$ cat src/rtl/gauge_pkg.sv
package gauge_pkg;

    typedef enum logic [1:0] {
        GW_IDLE  = 2'd0,
        GW_RUN   = 2'd1,
        GW_LATCH = 2'd2
    } gw_state_t;

    localparam int OFS_SLOW_LO = 8'h00;
    localparam int OFS_SLOW_HI = 8'h04;
    localparam int OFS_FAST_LO = 8'h08;
    localparam int OFS_FAST_HI = 8'h0C;
    localparam int OFS_GATE    = 8'h10;
    localparam int OFS_STATUS  = 8'h14;

    localparam int STAT_DONE  = 0;
    localparam int STAT_FOVF  = 1;
    localparam int STAT_SOVF  = 2;

endpackage

$ cat src/rtl/gauge_tick_counter.sv
module gauge_tick_counter #(
    parameter int W = 32
) (
    input  logic         clk,
    input  logic         rst_n,
    input  logic         clear,
    input  logic         en,
    input  logic         tick,
    output logic [W-1:0] count,
    output logic         ovf
);

    logic [W-1:0] cnt_q;
    logic         ovf_q;

    always_ff @(posedge clk) begin
        if (!rst_n) begin
            cnt_q <= '0;
            ovf_q <= 1'b0;
        end else if (clear) begin
            cnt_q <= '0;
            ovf_q <= 1'b0;
        end else if (en && tick) begin
            cnt_q <= cnt_q + 1'b1;
            if (&cnt_q) begin
                ovf_q <= 1'b1;
            end
        end
    end

    assign count = cnt_q;
    assign ovf   = ovf_q;

    AST_OVF_STICKY: assert property (@(posedge clk) disable iff (!rst_n)
        (ovf && !clear) |=> ovf);

    AST_WRAP_FLAGS: assert property (@(posedge clk) disable iff (!rst_n)
        (en && tick && !clear && (&count)) |=> (ovf && count == '0));

    AST_IDLE_HOLD: assert property (@(posedge clk) disable iff (!rst_n)
        (!en && !clear) |=> ($stable(count) && $stable(ovf)));

endmodule

$ cat src/rtl/gauge_window_fsm.sv
module gauge_window_fsm
    import gauge_pkg::*;
(
    input  logic clk,
    input  logic rst_n,
    input  logic start,
    input  logic stop,
    output logic cnt_clear,
    output logic cnt_en,
    output logic take
);

    gw_state_t state_q, state_d;

    always_ff @(posedge clk) begin
        if (!rst_n) begin
            state_q <= GW_IDLE;
        end else begin
            state_q <= state_d;
        end
    end

    always_comb begin
        state_d = state_q;
        unique case (state_q)
            GW_IDLE:  if (start) state_d = GW_RUN;
            GW_RUN:   if (stop)  state_d = GW_LATCH;
            GW_LATCH: state_d = start ? GW_RUN : GW_IDLE;
            default:  state_d = GW_IDLE;
        endcase
    end

    always_comb begin
        cnt_clear = 1'b0;
        cnt_en    = 1'b0;
        take      = 1'b0;
        unique case (state_q)
            GW_IDLE:  cnt_clear = start;
            GW_RUN:   cnt_en    = 1'b1;
            GW_LATCH: begin
                take      = 1'b1;
                cnt_clear = start;
            end
            default: ;
        endcase
    end

    AST_LATCH_AFTER_STOP: assert property (@(posedge clk) disable iff (!rst_n)
        (state_q == GW_LATCH) |-> $past(stop));

    AST_LATCH_ONE_CYCLE: assert property (@(posedge clk) disable iff (!rst_n)
        (state_q == GW_LATCH) |=> (state_q != GW_LATCH));

    AST_START_OPENS: assert property (@(posedge clk) disable iff (!rst_n)
        (start && state_q != GW_RUN) |=> (state_q == GW_RUN));

endmodule

$ cat src/rtl/gauge_unit.sv
module gauge_unit
    import gauge_pkg::*;
#(
    parameter int ADDR_W = 8,
    parameter int SLOW_W = 32,
    parameter int FAST_W = 32
) (
    input  logic              clk,
    input  logic              rst_n,
    input  logic              slow_tick,
    input  logic              fast_tick,
    input  logic              bus_wr,
    input  logic              bus_rd,
    input  logic [ADDR_W-1:0] bus_addr,
    input  logic [15:0]       bus_wdata,
    output logic [15:0]       bus_rdata,
    output logic              gauge_irq
);

    localparam int RES_W  = 32;
    localparam int STAT_W = 3;

    logic [15:0]       gate_q;
    logic [STAT_W-1:0] status_q;
    logic              irq_q;
    logic [SLOW_W-1:0] slow_res_q;
    logic [FAST_W-1:0] fast_res_q;

    logic [SLOW_W-1:0] slow_cnt;
    logic [FAST_W-1:0] fast_cnt;
    logic              slow_ovf, fast_ovf;
    logic              cnt_clear, cnt_en, take;
    logic              gate_wr, start, stop, status_rd;
    logic [RES_W-1:0]  slow_ext, fast_ext;

    assign gate_wr   = bus_wr && (bus_addr == ADDR_W'(OFS_GATE));
    assign start     = gate_wr &&  bus_wdata[0] && !gate_q[0];
    assign stop      = gate_wr && !bus_wdata[0] &&  gate_q[0];
    assign status_rd = bus_rd && (bus_addr == ADDR_W'(OFS_STATUS));

    gauge_window_fsm u_fsm (
        .clk       (clk),
        .rst_n     (rst_n),
        .start     (start),
        .stop      (stop),
        .cnt_clear (cnt_clear),
        .cnt_en    (cnt_en),
        .take      (take)
    );

    gauge_tick_counter #(.W(SLOW_W)) u_slow (
        .clk   (clk),
        .rst_n (rst_n),
        .clear (cnt_clear),
        .en    (cnt_en),
        .tick  (slow_tick),
        .count (slow_cnt),
        .ovf   (slow_ovf)
    );

    gauge_tick_counter #(.W(FAST_W)) u_fast (
        .clk   (clk),
        .rst_n (rst_n),
        .clear (cnt_clear),
        .en    (cnt_en),
        .tick  (fast_tick),
        .count (fast_cnt),
        .ovf   (fast_ovf)
    );

    always_ff @(posedge clk) begin
        if (!rst_n) begin
            gate_q <= '0;
        end else if (gate_wr) begin
            gate_q <= bus_wdata;
        end
    end

    always_ff @(posedge clk) begin
        if (!rst_n) begin
            slow_res_q <= '0;
            fast_res_q <= '0;
        end else if (take) begin
            slow_res_q <= slow_cnt;
            fast_res_q <= fast_cnt;
        end
    end

    always_ff @(posedge clk) begin
        if (!rst_n) begin
            status_q <= '0;
            irq_q    <= 1'b0;
        end else if (take) begin
            status_q[STAT_DONE] <= 1'b1;
            status_q[STAT_FOVF] <= fast_ovf || (!status_rd && status_q[STAT_FOVF]);
            status_q[STAT_SOVF] <= slow_ovf || (!status_rd && status_q[STAT_SOVF]);
            irq_q               <= 1'b1;
        end else if (status_rd) begin
            status_q <= '0;
            irq_q    <= 1'b0;
        end
    end

    assign slow_ext  = RES_W'(slow_res_q);
    assign fast_ext  = RES_W'(fast_res_q);
    assign gauge_irq = irq_q;

    always_comb begin
        bus_rdata = '0;
        unique case (bus_addr)
            ADDR_W'(OFS_SLOW_LO): bus_rdata = slow_ext[15:0];
            ADDR_W'(OFS_SLOW_HI): bus_rdata = slow_ext[31:16];
            ADDR_W'(OFS_FAST_LO): bus_rdata = fast_ext[15:0];
            ADDR_W'(OFS_FAST_HI): bus_rdata = fast_ext[31:16];
            ADDR_W'(OFS_GATE):    bus_rdata = gate_q;
            ADDR_W'(OFS_STATUS):  bus_rdata = 16'(status_q);
            default:              bus_rdata = '0;
        endcase
    end

    AST_IRQ_MEANS_DONE: assert property (@(posedge clk) disable iff (!rst_n)
        gauge_irq |-> status_q[STAT_DONE]);

    AST_STATUS_CLEARS: assert property (@(posedge clk) disable iff (!rst_n)
        (status_rd && !take) |=> (status_q == '0 && !gauge_irq));

    AST_RESULTS_HOLD: assert property (@(posedge clk) disable iff (!rst_n)
        cnt_en |=> ($stable(slow_res_q) && $stable(fast_res_q)));

    AST_RO_IGNORED: assert property (@(posedge clk) disable iff (!rst_n)
        (bus_wr && !gate_wr && !bus_rd && !take) |=> $stable(status_q));

endmodule

$ cat config.mk
export PLATFORM = sky130hd
export DESIGN_NAME = gauge_unit
export DESIGN_NICKNAME = d
export VERILOG_FILES = /design/src/rtl/gauge_pkg.sv /design/src/rtl/gauge_tick_counter.sv /design/src/rtl/gauge_window_fsm.sv /design/src/rtl/gauge_unit.sv
export SDC_FILE = /design/constraint.sdc
export NUM_CORES = 1
export LEC_CHECK = 0
export BUFFER_PORTS_ARGS = -buffer_cell sky130_fd_sc_hd__buf_2
export CORE_UTILIZATION = 63
export DETAILED_ROUTE_END_ITERATION = 12
export PLACE_DENSITY = 0.86
export SLEW_MARGIN = 15
export SYNTH_ARGS = -nofsm -noshare
export SYNTH_HDL_FRONTEND = slang
export SYNTH_SLANG_ARGS = --single-unit
export TNS_END_PERCENT = 10
$ cat constraint.sdc
create_clock -name clk -period 4 [get_ports clk]
set_input_delay 0.4 -clock clk [delete_from_list [all_inputs] [get_ports clk]]
set_output_delay 0.4 -clock clk [all_outputs]
set_load 0.01 [all_outputs]
==> metrics, run 1 <==
worst slew pin tran 0.8853 ns; XOR/XNOR Fraction of Synth Area 6.295%; total CTS buffers 17; Post-Syn Nets 841; area of the multi-input gates 3612 µm²; H-tree levels 4; vias in the first global route 5586; Switching Share 21.67%; total of max-cap violations 0; Yosys warning count 0; Max Slew Vio Count 0; 1st-pass router iterations 5; mux cell area share after synthesis 6.974%; syn_area_per_cell 8.427 µm²; Synth area leader dfxtp_1; Post-Syn Area 6818 µm²; r2r worst-path depth 5; sequential power share 49.7%; slowest cell on the critical path nand2_1; CTS Hold Bufs 0; Achievable Freq 319.9 MHz; largest family of logic cells by synthesized area simple AND/OR/NAND/NOR gates; Pwr per Cell Area 395.7 nW/µm²; VDD IR max 0.2213 mV; num ports 47; startpoint types primary input; worst r2r dst u_fast.count[29]; Post-CTS Setup Inserts 0; Syn-to-layout area delta 12.22%; DRC viols 0; Most used DFF post-synth dfxtp_1; Worst Path Class, Setup primary input to primary output; core area 10420 µm²; Tmin final 3.126 ns; most common cell in the netlist nand2_1; Die ar. 11240 µm²; nature of the critical path endpoint primary output; DP Area 7111 µm²; wire per inst 17.39 µm; largest net degree at the start of global routing 64; Total GRT Usage 31.56%; Critical Path RT 3.60 ns; FF+latch area 3023 µm²; worst path arrival time 2.73 ns; worst-path maximum fanout 13; die height 106.0 µm; Commonest cells post-synth 171 x nand2_1, 151 x dfxtp_1, 70 x nor2_1; Filler Cells Inserted 729; total gr overflow 0; post-route cell area 7651 µm²; Worst-path clk slew 0.06 ns; CTS tree done; most used cell, CP buf_2; # setup viols final 0; Lkg Pwr 2.730 nW; hpwl dp 11800 µm; status finished, final reports clean; antenna violations before repair 0; Gate power share 2.7%; Async S/R FF share, synth 0%; Vias per Instance 6.028; Final nets 867; final worst-path cycle share 78.14%; internal power 2.371 mW; Critical R2R Launch u_fsm.state_q[0]; placement row count 37; clk_skew 0.007676 ns; gpl congestion 0.9387; Clock Power Share 47.6%; Post-Synth Adder-Cell Area 0.3670%; r2r setup slk 1.49 ns; Gate Count Post-Synth 809; unrepaired setup endpoints after global routing no; fraction of layout cells with a size suffix above 1 11.56%; Vias 5932; Net Switching 656.1 µW; sum of routed wire length over all layers 17120 µm; clk root buf clkbuf_8; Die Wd 106.0 µm; latest clock arrival within the worst-skew pair 0.53 ns; CP Cell Sequence buf_2, or2_2, or4_1, nor2_1, nand2_1, o21ai_0, buf_2; Starting Density 65.45%; share of the synthesized area in the top cell type 44.34%; Hold Path Class primary input to register; Max Root-Sink Buffers 2; critical path's largest stage delay 0.44 ns; Buffers on Ports 46; Final ANT Viol Nets 0; slew margin rel. 40.86%; first-pass GRT wire length 27380 µm; clock sinks 151; post-synthesis compound-gate area fraction 12.83%; Worst Setup EP bus_rdata[9]; total negative slack 0 ns; drt initial violations 544; endpoints failing hold 0; Worst Setup SP bus_addr[7]; #FFs+latches synth 151; CTS resizes 0; n_diodes 0; Post-synth EDFFs 0; post-synthesis sequential area ratio 44.34%; largest cells by area after synthesis dfxtp_1 44%, nand2_1 9.4%, a21boi_0 7.0%; post-synth cell types 47; Post-Synth Simple-Gate Area 26.21%
==> worst max-delay path: cells and delay by family <==
family | cells | cell delay, ns
buffers and inverters | 2 | 0.31
and+or+nand+nor | 4 | 1.58
AOI/OAI and AO/OA | 1 | 0.43
==> power groups by stage <==
stage	Clock, mW	Combinational, mW	Sequential (mW)
after floorplan	0	0.0498	1.54
after global placement	0	0.0776	1.54
after detailed placement	0	0.0792	1.54
after CTS	1.45	0.0797	1.50
after global routing	1.52	0.0858	1.50
final	1.44	0.0808	1.50
==> registers in the layout, summed over array words and instances, names as in the netlist <==
signal,flops
u_fast.count,32
status_q,3
slow_ext,32
u_fsm.state_q,2
u_slow.count,32
gate_q,16
u_fast.ovf,1
fast_ext,32
u_slow.ovf,1
==> kinds of logic after synthesis <==
logic type / count (synthesis)
adders and majority gates: 2
and+or+nand+nor: 376
xor gates and xnor gates: 49
DFF: 151
buffers and inverters: 52
AOI/OAI and AO/OA: 134
muxes: 45
==> through the flow <==
step	instances	util [%]	worst slack (ns)	power [mW]	hold WS, ns
after detailed placement	952	68.26	1.057	1.617	0.4581
after floorplan	809	-	1.541	1.587	0.4255
final	984	73.45	0.8744	3.028	0.1288
after CTS	984	73.45	1.056	3.033	0.1252
after global placement	952	68.26	1.078	1.615	0.4425
after global routing	984	73.45	0.7876	3.108	0.1332
==> cell usage in the layout (no fill, tap or decap), types with 6 or more instances in the layout <==
master,instances
or3_1,12
and4_1,6
xnor2_1,29
nand4_1,16
nor2_1,70
nand3_1,17
nor4_1,8
o21ai_0,24
nand2_1,171
and3_1,10
clkinvlp_4,8
mux2i_1,43
o22ai_1,9
clkbuf_16,16
a22oi_1,7
inv_1,6
nor3_1,14
buf_2,46
buf_4,7
a21oi_1,23
dfxtp_1,151
a21boi_0,64
nor2b_1,22
xor2_1,20
==> worst min path at each step <==
stage                 start  slack (ns)  cells past startpoint           end
4_1_cts        bus_wdata[1]        0.13                      3     gate_q[1]
5_1_grt        bus_wdata[7]        0.13                      3     gate_q[7]
6_report       bus_wdata[5]        0.13                      3     gate_q[5]
3_5_place_dp   slow_ext[27]        0.46                      2  slow_ext[27]
3_3_place_gp     u_fast.ovf        0.44                      2    u_fast.ovf
2_1_floorplan    u_fast.ovf        0.43                      2    u_fast.ovf
==> cell type report <==
| cell class | instances | area share (%) |
|---|---|---|
| Clock buffer | 20 | 5.691 |
| Timing Repair Buffer | 53 | 3.696 |
| Inverter | 6 | 0.2944 |
| Clock inverter | 12 | 1.374 |
| Sequential cell | 151 | 39.51 |
| Tap cell | 136 | 2.224 |
| Multi-Input combinational cell | 606 | 47.21 |
==> routing by layer <==
metal	track usage, %	up-vias	share of wire (%)
li1	-	2804	-
met1	41.25	2798	43
met2	49.72	267	46
met3	6.683	63	7.2
met4	15.28	0	3.9
met5	0	-	0
No activity file was read; power rests on OpenSTA's default activity.
==> run 2, diff against run 1 <==
--- a/config.mk
+++ b/config.mk
@@ -6,9 +6,9 @@
 export NUM_CORES = 1
 export LEC_CHECK = 0
 export BUFFER_PORTS_ARGS = -buffer_cell sky130_fd_sc_hd__buf_2
-export CORE_UTILIZATION = 63
+export CORE_UTILIZATION = 54
 export DETAILED_ROUTE_END_ITERATION = 12
-export PLACE_DENSITY = 0.86
+export PLACE_DENSITY = 0.78
 export SLEW_MARGIN = 15
 export SYNTH_ARGS = -nofsm -noshare
 export SYNTH_HDL_FRONTEND = slang
==> constraint.sdc (replaced) <==
create_clock -name clk -period 2.7 [get_ports clk]
set_input_delay 0.27 -clock clk [delete_from_list [all_inputs] [get_ports clk]]
set_output_delay 0.27 -clock clk [all_outputs]
set_load 0.01 [all_outputs]
==> metrics, run 2 (synthesis results as in run 1) <==
dpl cells 993; Final Power 4.687 mW; Util after Layout 64.23%; Die Wd 114.4 µm; hold endpoint gate_q[1]; worst r2r dst u_fast.count[29]; worst slew pin tran 0.6672 ns; DP Area 7231 µm²; CTS resizes 0; final worst-path cycle share 85.92%; Post-CTS Setup Inserts 0; Tmin final 2.320 ns; status finished, final reports clean; clk_skew 0.007174 ns; Worst-path clk slew 0.06 ns; VDD IR max 0.4497 mV; Max Slew Vio Count 0; # setup viols final 0; DRC viols 0; CP Cell Sequence buf_2, or2_2, or4_1, nor2_1, nand2_1, o21ai_0, buf_2; Worst Path Class, Setup primary input to primary output; r2r setup slk 0.51 ns; min-delay src bus_wdata[1]; Starting Density 56.06%; vias in the first global route 5495; unrepaired setup endpoints after global routing no; clk root buf clkbuf_16; total gr overflow 0; Hold Crit Depth 3; core area 12160 µm²; Die ar. 13080 µm²; Buf/Inv on CP 2; Hold Path Class primary input to register; most used cell, CP buf_2; total CTS buffers 17; critical path's largest stage delay 0.45 ns; commonest cells after routing, fill and taps aside 171 x nand2_1, 151 x dfxtp_1, 70 x nor2_1; antenna violations before repair 0; nature of the critical path endpoint primary output; Vias per Instance 5.663; startpoint types primary input; Achievable Freq 431.0 MHz; latest clock arrival within the worst-skew pair 0.43 ns; 1st-pass router iterations 5; clock sinks 151; slew margin rel. 55.52%; worst-path maximum fanout 13; Buffers on Ports 46; r2r worst-path depth 5; Final nets 876; placement row count 40; die height 114.4 µm; Final ANT Viol Nets 0; CP top delay family simple AND/OR/NAND/NOR gates; Max Root-Sink Buffers 2; Syn-to-layout area delta 14.57%; CTS tree done; gpl congestion 0.8882; Vias 5793; non-filler cells, final 1023; total negative slack 0 ns; first-pass GRT wire length 27730 µm; total of max-cap violations 0; Lkg Pwr 2.825 nW; Critical Path RT 2.43 ns; fraction of layout cells with a size suffix above 1 12.51%; sum of routed wire length over all layers 16910 µm; most common cell after layout, fill and taps aside nand2_1; slowest cell on the critical path or4_1; largest net degree at the start of global routing 64; drt initial violations 543; num ports 47; endpoints failing hold 0; H-tree levels 4; n_diodes 0; Total GRT Usage 27.80%; Critical R2R Launch u_fast.count[2]; hpwl dp 11950 µm; worst path arrival time 2.05 ns; wire per inst 16.53 µm; Filler Cells Inserted 1006; Pwr per Cell Area 600.0 nW/µm²; post-route cell area 7811 µm²; CTS Hold Bufs 0
run 2: changes by cell type in the layout (fill, tap and decap cells not counted), sizes merged:
cell / previous run / this run
buf: 53 / 62
clkinvlp: 8 / 2
clkinv: 3 / 5
bufinv: 1 / 2
clkbuf: 20 / 21
run 2: cell type report:
type	count	area [µm²]	share of cell area, %
well taps	168	210.2	2.691
inverters	6	22.52	0.2883
multi-input cells	606	3612	46.24
clock inverters	9	100.1	1.281
repair buffers	62	362.8	4.645
flip-flops and latches	151	3023	38.70
clock buffers	21	480.5	6.151
run 2: where the power goes:
| group | internal (mW) | switching [mW] | total (mW) |
|---|---|---|---|
| registers | 2.23 | 0.000299 | 2.23 |
| clock network | 1.44 | 0.895 | 2.33 |
| logic | 0.0513 | 0.0752 | 0.126 |
run 2: layer usage:
metal | vias to the layer above | global-route usage [%] | part of all wire (%)
li1 | 2830 | - | -
met1 | 2750 | 35.71 | 45
met2 | 176 | 44.65 | 47
met3 | 37 | 7.094 | 5.6
met4 | 0 | 11.26 | 2.7
met5 | - | 0 | 0
run 2: worst max path at each step:
stage / start / to / slack, ns / cells after the start
2_1_floorplan: bus_addr[7] / bus_rdata[11] / 0.50 / 6
3_3_place_gp: bus_addr[7] / bus_rdata[11] / 0.52 / 7
3_5_place_dp: bus_addr[7] / bus_rdata[9] / 0.40 / 7
4_1_cts: bus_addr[7] / bus_rdata[9] / 0.38 / 7
5_1_grt: bus_addr[7] / bus_rdata[9] / 0.31 / 7
6_report: bus_addr[7] / bus_rdata[9] / 0.38 / 7
run 2: tightest hold or removal path, stage by stage:
cell,delay (ns)
buf_2,0.07
mux2i_1,0.05
nor2b_1,0.09
run 2: metrics by stage:
| step | worst slack, ns | hold WS [ns] |
|---|---|---|
| floorplan | 0.5011 | 0.4255 |
| global placement | 0.5222 | 0.4506 |
| detailed placement | 0.3991 | 0.4552 |
| CTS | 0.3835 | 0.08316 |
| global route | 0.3081 | 0.09210 |
| finish | 0.3801 | 0.09348 |
==> run 3, diff against run 2 <==
--- a/config.mk
+++ b/config.mk
@@ -6,6 +6,7 @@
 export NUM_CORES = 1
 export LEC_CHECK = 0
 export BUFFER_PORTS_ARGS = -buffer_cell sky130_fd_sc_hd__buf_2
+export CORE_ASPECT_RATIO = 0.75
 export CORE_UTILIZATION = 54
 export DETAILED_ROUTE_END_ITERATION = 12
 export PLACE_DENSITY = 0.78
==> metrics, run 3 (synthesis results as in run 1) <==
DRC viols 0; CTS Hold Bufs 0; hold endpoint gate_q[4]; CP top delay family simple AND/OR/NAND/NOR gates; Buf/Inv on CP 2; Achievable Freq 432.1 MHz; r2r setup slk 0.55 ns; Tmin final 2.314 ns; Die Wd 131.7 µm; Post-CTS Setup Inserts 0; total of max-cap violations 0; worst r2r dst u_fast.count[18]; sum of routed wire length over all layers 17330 µm; Filler Cells Inserted 1021; placement row count 35; Critical Path RT 2.43 ns; total negative slack 0 ns; fraction of layout cells with a size suffix above 1 13.23%; CP Cell Sequence buf_2, or2_2, or4_1, nor2_1, nand2_1, o21ai_0, buf_2; core area 12310 µm²; vias in the first global route 5234; # setup viols final 0; die height 99.31 µm; most common cell after layout, fill and taps aside nand2_1; first-pass GRT wire length 28020 µm; status finished, final reports clean; CTS tree done; worst slew pin tran 0.5856 ns; startpoint types primary input; largest net degree at the start of global routing 64; Total GRT Usage 27.72%; unrepaired setup endpoints after global routing no; wire per inst 16.86 µm; nature of the critical path endpoint primary output; endpoints failing hold 0; gpl congestion 0.8926; critical path's largest stage delay 0.44 ns; drt initial violations 463; worst path arrival time 2.04 ns; num ports 47; n_diodes 0; antenna violations before repair 0; Lkg Pwr 2.848 nW; CTS resizes 0; commonest cells after routing, fill and taps aside 171 x nand2_1, 151 x dfxtp_1, 70 x nor2_1; total CTS buffers 17; 1st-pass router iterations 5; Worst Path Class, Setup primary input to primary output; slowest cell on the critical path or4_1; Hold Path Class primary input to register; clock sinks 151; latest clock arrival within the worst-skew pair 0.42 ns; Max Slew Vio Count 0; Critical R2R Launch u_fast.count[0]; most used cell, CP buf_2; Final ANT Viol Nets 0; Final nets 881; r2r worst-path depth 5; hpwl dp 12230 µm; worst-path maximum fanout 13; clk root buf clkbuf_16; Die ar. 13080 µm²; Util after Layout 64.16%; Max Root-Sink Buffers 2; H-tree levels 4; min-delay src bus_wdata[4]; Worst-path clk slew 0.06 ns; total gr overflow 0; Syn-to-layout area delta 15.80%; final worst-path cycle share 85.71%; Starting Density 55.40%; slew margin rel. 60.55%; Hold Crit Depth 3; Buffers on Ports 46; Pwr per Cell Area 617.5 nW/µm²; clk_skew 0.008898 ns; Vias per Instance 5.625; VDD IR max 0.4276 mV; Vias 5783
run 3: cell count changes in the layout (fill, tap and decap cells not counted), sizes merged:
cell      delta
clkinv       -2
clkinvlp     +5
clkbuf       -4
buf          +5
inv          +1
bufinv       +2
run 3: final cells by class:
| cell class | instances | area [µm²] | share of cell area (%) |
|---|---|---|---|
| timing repair buffer | 67 | 400.4 | 5.071 |
| clock buffer | 17 | 425.4 | 5.388 |
| tap | 166 | 207.7 | 2.631 |
| sequential | 151 | 3023 | 38.29 |
| inverter | 6 | 22.52 | 0.2853 |
| multi-input combinational | 606 | 3612 | 45.75 |
| clock inverter | 15 | 203.9 | 2.583 |
run 3: per-stage QoR:
stage | instances | setup slack, ns | area (µm²) | hold WS, ns | total power [mW]
after global placement | 996 | 0.5139 | 7266 | 0.4494 | 2.407
after floorplan | 809 | 0.5011 | 6818 | 0.4255 | 2.352
after global routing | 1028 | 0.3213 | 7895 | 0.1228 | 4.995
after CTS | 1028 | 0.4153 | 7895 | 0.1022 | 4.884
after detailed placement | 996 | 0.4240 | 7266 | 0.4555 | 2.407
final | 1028 | 0.3860 | 7895 | 0.1079 | 4.875
run 3: how the worst max path moves through the flow:
stage,from,end,depth (start not counted),slack (ns)
global route,bus_addr[7],bus_rdata[15],7,0.32
finish,bus_addr[7],bus_rdata[15],7,0.39
CTS,bus_addr[7],bus_rdata[15],7,0.42
detailed placement,bus_addr[7],bus_rdata[15],7,0.42
global placement,bus_addr[7],bus_rdata[15],7,0.51
floorplan,bus_addr[7],bus_rdata[11],6,0.50
run 3: tightest hold or removal path: stages:
cell,delay [ns]
buf_2,0.08
mux2i_1,0.05
nor2b_1,0.10
run 3: routing by layer:
metal,vias up,GRT usage (%),routed length (µm)
met1,2703,40.71,8626
met4,0,8.318,224
met3,20,6.320,1246
met2,214,40.21,7231
li1,2846,-,-
met5,-,0,0
run 3: where the power goes:
part           switching, mW  leakage [nW]  internal [mW]
Sequential          0.000356          1.22           2.23
Combinational         0.0773          1.35         0.0548
Clock                  0.967         0.284           1.55
Total                   1.04          2.85           3.83
